--- config.mk ---
export PLATFORM = sky130hd
export DESIGN_NAME = hb_deadtime_seq
export DESIGN_NICKNAME = d
export VERILOG_FILES = /design/src/rtl/hb_seq_pkg.sv /design/src/rtl/hb_cmd_decode.sv /design/src/rtl/hb_dwell_counter.sv /design/src/rtl/hb_deadtime_seq.sv
export SDC_FILE = /design/constraint.sdc
export NUM_CORES = 1
export LEC_CHECK = 0
export BUFFER_PORTS_ARGS = -buffer_cell sky130_fd_sc_hd__buf_4
export CORE_MARGIN = 2
export CORE_UTILIZATION = 53
export CTS_BUF_LIST = sky130_fd_sc_hd__clkbuf_2
export CTS_CLUSTER_DIAMETER = 80
export DETAILED_ROUTE_END_ITERATION = 12
export PLACE_DENSITY = 0.77
export SLEW_MARGIN = 20
export SYNTH_ARGS = -nofsm -noshare
export SYNTH_HDL_FRONTEND = slang
export SYNTH_SLANG_ARGS = --single-unit
--- constraint.sdc ---
create_clock -name clk -period 1.36 [get_ports clk]
set_input_delay 0.272 -clock clk [delete_from_list [all_inputs] [get_ports clk]]
set_output_delay 0.272 -clock clk [all_outputs]
set_load 0.005 [all_outputs]
--- src/rtl/hb_seq_pkg.sv ---
package hb_seq_pkg;

    // Command codes; both upper codes mean shutdown.
    localparam logic [1:0] CMD_LOW  = 2'b00;
    localparam logic [1:0] CMD_HIGH = 2'b01;

    typedef enum logic [2:0] {
        ST_IDLE    = 3'd0,
        ST_HS_WAIT = 3'd1,
        ST_HS_ON   = 3'd2,
        ST_LS_WAIT = 3'd3,
        ST_LS_ON   = 3'd4,
        ST_DCM_OFF = 3'd5,
        ST_FAULT   = 3'd6
    } seq_state_e;

endpackage

--- src/rtl/hb_cmd_decode.sv ---
module hb_cmd_decode (
    input  logic [1:0] code,
    output logic       want_high,
    output logic       want_low,
    output logic       stop
);
    import hb_seq_pkg::*;

    always_comb begin
        want_high = (code == CMD_HIGH);
        want_low  = (code == CMD_LOW);
        stop      = code[1];
    end
endmodule

--- src/rtl/hb_dwell_counter.sv ---
module hb_dwell_counter #(
    parameter int LIMIT = 16
) (
    input  logic clk,
    input  logic rst_n,
    input  logic run,
    output logic expired
);
    localparam int CW = (LIMIT > 1) ? $clog2(LIMIT) : 1;
    localparam logic [CW-1:0] LAST = CW'(LIMIT - 1);

    logic [CW-1:0] cnt;

    // Counts the cycles spent in one state; saturates at LIMIT-1, clears when idle.
    always_ff @(posedge clk or negedge rst_n) begin
        if (!rst_n)          cnt <= '0;
        else if (!run)       cnt <= '0;
        else if (cnt != LAST) cnt <= cnt + 1'b1;
    end

    assign expired = run && (cnt == LAST);
endmodule

--- src/rtl/hb_deadtime_seq.sv ---
module hb_deadtime_seq #(
    parameter int MIN_LS_ON_CYC = 40,
    parameter int WAIT_LIMIT    = 16
) (
    input  logic       clk,
    input  logic       rst_n,
    input  logic [1:0] pwm_code,
    input  logic       hs_off_fb,
    input  logic       ls_off_fb,
    input  logic       zero_cross,
    input  logic       force_ccm,
    input  logic       supply_ok,
    output logic       hs_en,
    output logic       ls_en,
    output logic       fault
);
    import hb_seq_pkg::*;

    seq_state_e state, nxt;
    logic want_high, want_low, stop;
    logic hs_wait_exp, ls_wait_exp, min_on_done;

    hb_cmd_decode u_dec (
        .code      (pwm_code),
        .want_high (want_high),
        .want_low  (want_low),
        .stop      (stop)
    );

    // One dwell timer per interlock wait, plus the low-side minimum on-time.
    hb_dwell_counter #(.LIMIT(WAIT_LIMIT)) u_hs_wd (
        .clk (clk), .rst_n (rst_n),
        .run (state == ST_HS_WAIT), .expired (hs_wait_exp)
    );
    hb_dwell_counter #(.LIMIT(WAIT_LIMIT)) u_ls_wd (
        .clk (clk), .rst_n (rst_n),
        .run (state == ST_LS_WAIT), .expired (ls_wait_exp)
    );
    hb_dwell_counter #(.LIMIT(MIN_LS_ON_CYC)) u_min_on (
        .clk (clk), .rst_n (rst_n),
        .run (state == ST_LS_ON), .expired (min_on_done)
    );

    always_ff @(posedge clk or negedge rst_n) begin
        if (!rst_n) state <= ST_IDLE;
        else        state <= nxt;
    end

    always_comb begin
        nxt = state;
        if (stop || !supply_ok) begin
            nxt = ST_IDLE;
        end else begin
            unique case (state)
                ST_IDLE: begin
                    if (want_high)     nxt = ST_HS_WAIT;
                    else if (want_low) nxt = ST_LS_WAIT;
                end
                ST_HS_WAIT: begin
                    if (want_low)         nxt = ST_LS_WAIT;
                    else if (ls_off_fb)   nxt = ST_HS_ON;
                    else if (hs_wait_exp) nxt = ST_FAULT;
                end
                ST_HS_ON: begin
                    if (want_low) nxt = ST_LS_WAIT;
                end
                ST_LS_WAIT: begin
                    if (want_high)        nxt = ST_HS_WAIT;
                    else if (hs_off_fb)   nxt = ST_LS_ON;
                    else if (ls_wait_exp) nxt = ST_FAULT;
                end
                ST_LS_ON: begin
                    if (want_high)
                        nxt = ST_HS_WAIT;
                    else if (!force_ccm && zero_cross && min_on_done)
                        nxt = ST_DCM_OFF;
                end
                ST_DCM_OFF: begin
                    if (want_high) nxt = ST_HS_WAIT;
                end
                ST_FAULT: nxt = ST_FAULT;
                default:  nxt = ST_IDLE;
            endcase
        end
    end

    always_comb begin
        hs_en = (state == ST_HS_ON);
        ls_en = (state == ST_LS_ON);
        fault = (state == ST_FAULT);
    end

    // enables are mutually exclusive.
    a_r3_no_overlap: assert property (@(posedge clk) disable iff (!rst_n)
        !(hs_en && ls_en));

    // high side rises only after low gate was reported low.
    a_r1_hs_after_ls_low: assert property (@(posedge clk) disable iff (!rst_n)
        $rose(hs_en) |-> ($past(ls_off_fb) && !$past(ls_en)));

    // low side rises only after high gate was reported low.
    a_r2_ls_after_hs_low: assert property (@(posedge clk) disable iff (!rst_n)
        $rose(ls_en) |-> ($past(hs_off_fb) && !$past(hs_en)));

    // shutdown code clears both enables on the next cycle.
    a_r8_shutdown_off: assert property (@(posedge clk) disable iff (!rst_n)
        pwm_code[1] |=> (!hs_en && !ls_en));

    // supply loss clears enables and fault.
    a_r9_supply_off: assert property (@(posedge clk) disable iff (!rst_n)
        !supply_ok |=> (!hs_en && !ls_en && !fault));

    // in forced continuous mode the low side holds while the code stays low.
    a_r5_ccm_holds: assert property (@(posedge clk) disable iff (!rst_n)
        (ls_en && force_ccm && supply_ok && pwm_code == CMD_LOW) |=> ls_en);
endmodule

==> flow_metrics.tcl <==
set metrics [dict create \
    cts-buffers-inserted 3 \
    cp_common_cell "buf_4" \
    fp.dieH_um 46.72 \
    power.internal_mw 0.6894 \
    wirelength_um 2991 \
    clk_pin_slew_worst_paths_ns 0.16 \
    fin_ws_ns -0.2162 \
    crit_chain "inv_2, buf_4, nand3_4, inv_1, buf_4" \
    grt_util_met3 0.05490 \
    end_kind "output port" \
    rsz0062_at_grt "yes" \
    drt_iter0_markers 40 \
    fin_area_sq_mm 0.001425 \
    placementRows 15 \
    netlist_instances 101 \
    crit_path_top_delay_cell "dfrtp_1" \
    p_leak_nw 0.6778 \
    routabilityCongestion 0.8695 \
    num_vias 1008 \
    p_clk_frac 0.244 \
    io_pins 12 \
    arrival_ns 1.30 \
    slew-limit-headroom 0.7486 \
    grt_start_max_net_pins 18 \
    violations "negative setup slack" \
    finalHoldViolCount 0 \
    crit_type "flip-flop to output port" \
    power_frac_comb 0.209 \
    max_freq_mhz 634.4 \
    portBuffers 11 \
    skew_ns 0.001008 \
    rr_worst_depth 6 \
    synth_top_area_frac 0.4398 \
    initial_core_util 0.5601 \
    grt_pass1_vias 898 \
    worst_hold_path_type "primary input to async pin" \
    crit_fanout 4 \
    overflow 0 \
    period_share 1.159 \
    cts_tree "yes" \
    ir_drop_uv 582.1 \
    cts.sinks 17 \
    layout.cells.most_common "buf_4" \
    worstMarginPinSlew_ns 0.3763 \
    final_cell_mix "buf_4, dfrtp_1, nor2_1" \
    setup_viol 8 \
    postPlaceCellArea_sq_mm 0.001209 \
    ctsRootBufferMaster "clkbuf_2" \
    cp_slowest_stage_delay_ns 0.48 \
    power_density_mw_per_mm2 671.5 \
    die_w_um 46.72 \
    syn_nets 113 \
    hold_slack_ns 0.3375 \
    swShare 0.2796 \
    yosys_warnings 0 \
    synth_edf_count 0 \
    fin_nets 157 \
    crit_required_ns 1.09 \
    power_mw 0.9570 \
    fin_util 0.8254 \
    worst_setup_path_start_kind "flip-flop" \
    antenna_found_initial 0 \
    antenna_left 0 \
    synth_area_sq_um 967.2 \
    globalRouteMet2Util 0.4333 \
    hpwl_um 1652 \
    clock_path_buffers 2 \
    maxSlewViolCount 0 \
    seq_area_frac_synth 0.4398 \
    via_per_inst 5.964 \
    die_area_sq_mm 0.002183 \
    first_pass_iters 4 \
    synthFlopType "dfrtp_1" \
    cap_violations 0 \
    dp.cells 154 \
    min_period_ns 1.576 \
    drive_gt1_frac 0.4375 \
    clkLatencyLatePin_ns 0.29 \
    wl_per_cell_um 17.70 \
    num-fill-cells 92 \
    fin_setup_tns_ns -0.9011 \
    finalNonFillerCells 169 \
    synth.area.top_cells "dfrtp_1, nor2_1, nand3_1" \
    core_area_sq_mm 0.001727 \
    area_growth_pct 47.35 \
    pre_cts_slack_ns -0.07593 \
    htreeDepth 1 \
    avgSynthCellArea_sq_um 9.576 \
    status "finished, violations left" \
    synth-seq-cells 17 \
    switching_power_mw 0.2676 \
    busiest_layer "met2" \
    p_seq_frac 0.547 \
    synth_top_area_cell "dfrtp_1" \
    groute.usage.overall 0.2516 \
    drc 0 \
    n_antenna_cell 0 \
    synthDistinctLibCells 34 \
    synthArstFlopShare 1.000 \
    grt_pass1_wl_um 3815 \
    met1_usage 0.2963 \
]
==> cell families after synthesis <==
group | share of synthesized area
simple gates | 0.2652
compound gates | 0.1358
flops | 0.4398
buf+inv | 0.03493
xor+xnor | 0.05434
mux | 0.03105
fa+ha+maj | 0.03881
==> final timing paths <==
kind | startpoint | endpoint | slack [ns]
worst min register to register | u_min_on.cnt[5]$_DFFE_PN0N_ | u_min_on.cnt[5]$_DFFE_PN0N_ | 0.59
min in group clk | zero_cross | state[2]$_DFFE_PN0P_ | 0.34
worst max register to register | state[1]$_DFFE_PN0P_ | state[0]$_DFFE_PN0P_ | -0.20
worst max-delay path | state[1]$_DFFE_PN0P_ | ls_en | -0.22
max in group asynchronous | rst_n | u_ls_wd.cnt[1]$_DFFE_PN0N_ | 0.83
worst min-delay path | rst_n | u_hs_wd.cnt[3]$_DFFE_PN0N_ | 0.34
==> cell usage after synthesis (3+ instances only) <==
master / number
inv_1: 5
nor3b_1: 3
mux2i_1: 3
ha_1: 3
nor2_1: 16
xor2_1: 3
nor3_1: 8
nand3_1: 8
a31oi_1: 3
dfrtp_1: 17
nand2_1: 5
xnor2_1: 3
a21oi_1: 3
==> sequential cells by signal (all words and copies together), names as in the netlist <==
signal,count
u_ls_wd.cnt,4
state,3
u_hs_wd.cnt,4
u_min_on.cnt,6
==> metal layers <==
| layer | vias to the layer above | routed length [um] |
|---|---|---|
| li1 | 456 | - |
| met2 | 53 | 1563 |
| met4 | 0 | 89 |
| met3 | 14 | 192 |
| met5 | - | 0 |
| met1 | 485 | 1145 |
==> timing repair <==
item                                    CTS  global route
pin swaps                                 3             5
hold buffers                              1             0
resized for setup                        11            11
hold endpoints to repair                 17             0
endpoints found under the setup margin    5            13
buffers inserted                          6             4
==> power by group through the flow <==
stage	combinational [mW]	sequential [mW]	clock, mW
after floorplan	0.0691	0.531	0
after global placement	0.136	0.531	0
after detailed placement	0.142	0.531	0
after CTS	0.173	0.523	0.239
after global routing	0.211	0.524	0.267
final	0.200	0.524	0.234
==> critical path, delay by kind of cell, from the launching register on <==
kind,cells,cell delay [ns]
AND/OR/NAND/NOR,1,0.09
buffers and inverters,4,0.44
flip-flops,1,0.48
==> cell type report <==
type                    instances  area (sq um)  area share
clock buffers                   4         20.02     0.01405
multi-input cells              77         600.6      0.4214
inverters                       5         18.77     0.01317
repair buffers                 41         329.1      0.2309
flip-flops and latches         17         425.4      0.2985
well taps                      25         31.28     0.02195
Power figures use the tool's default switching activity.
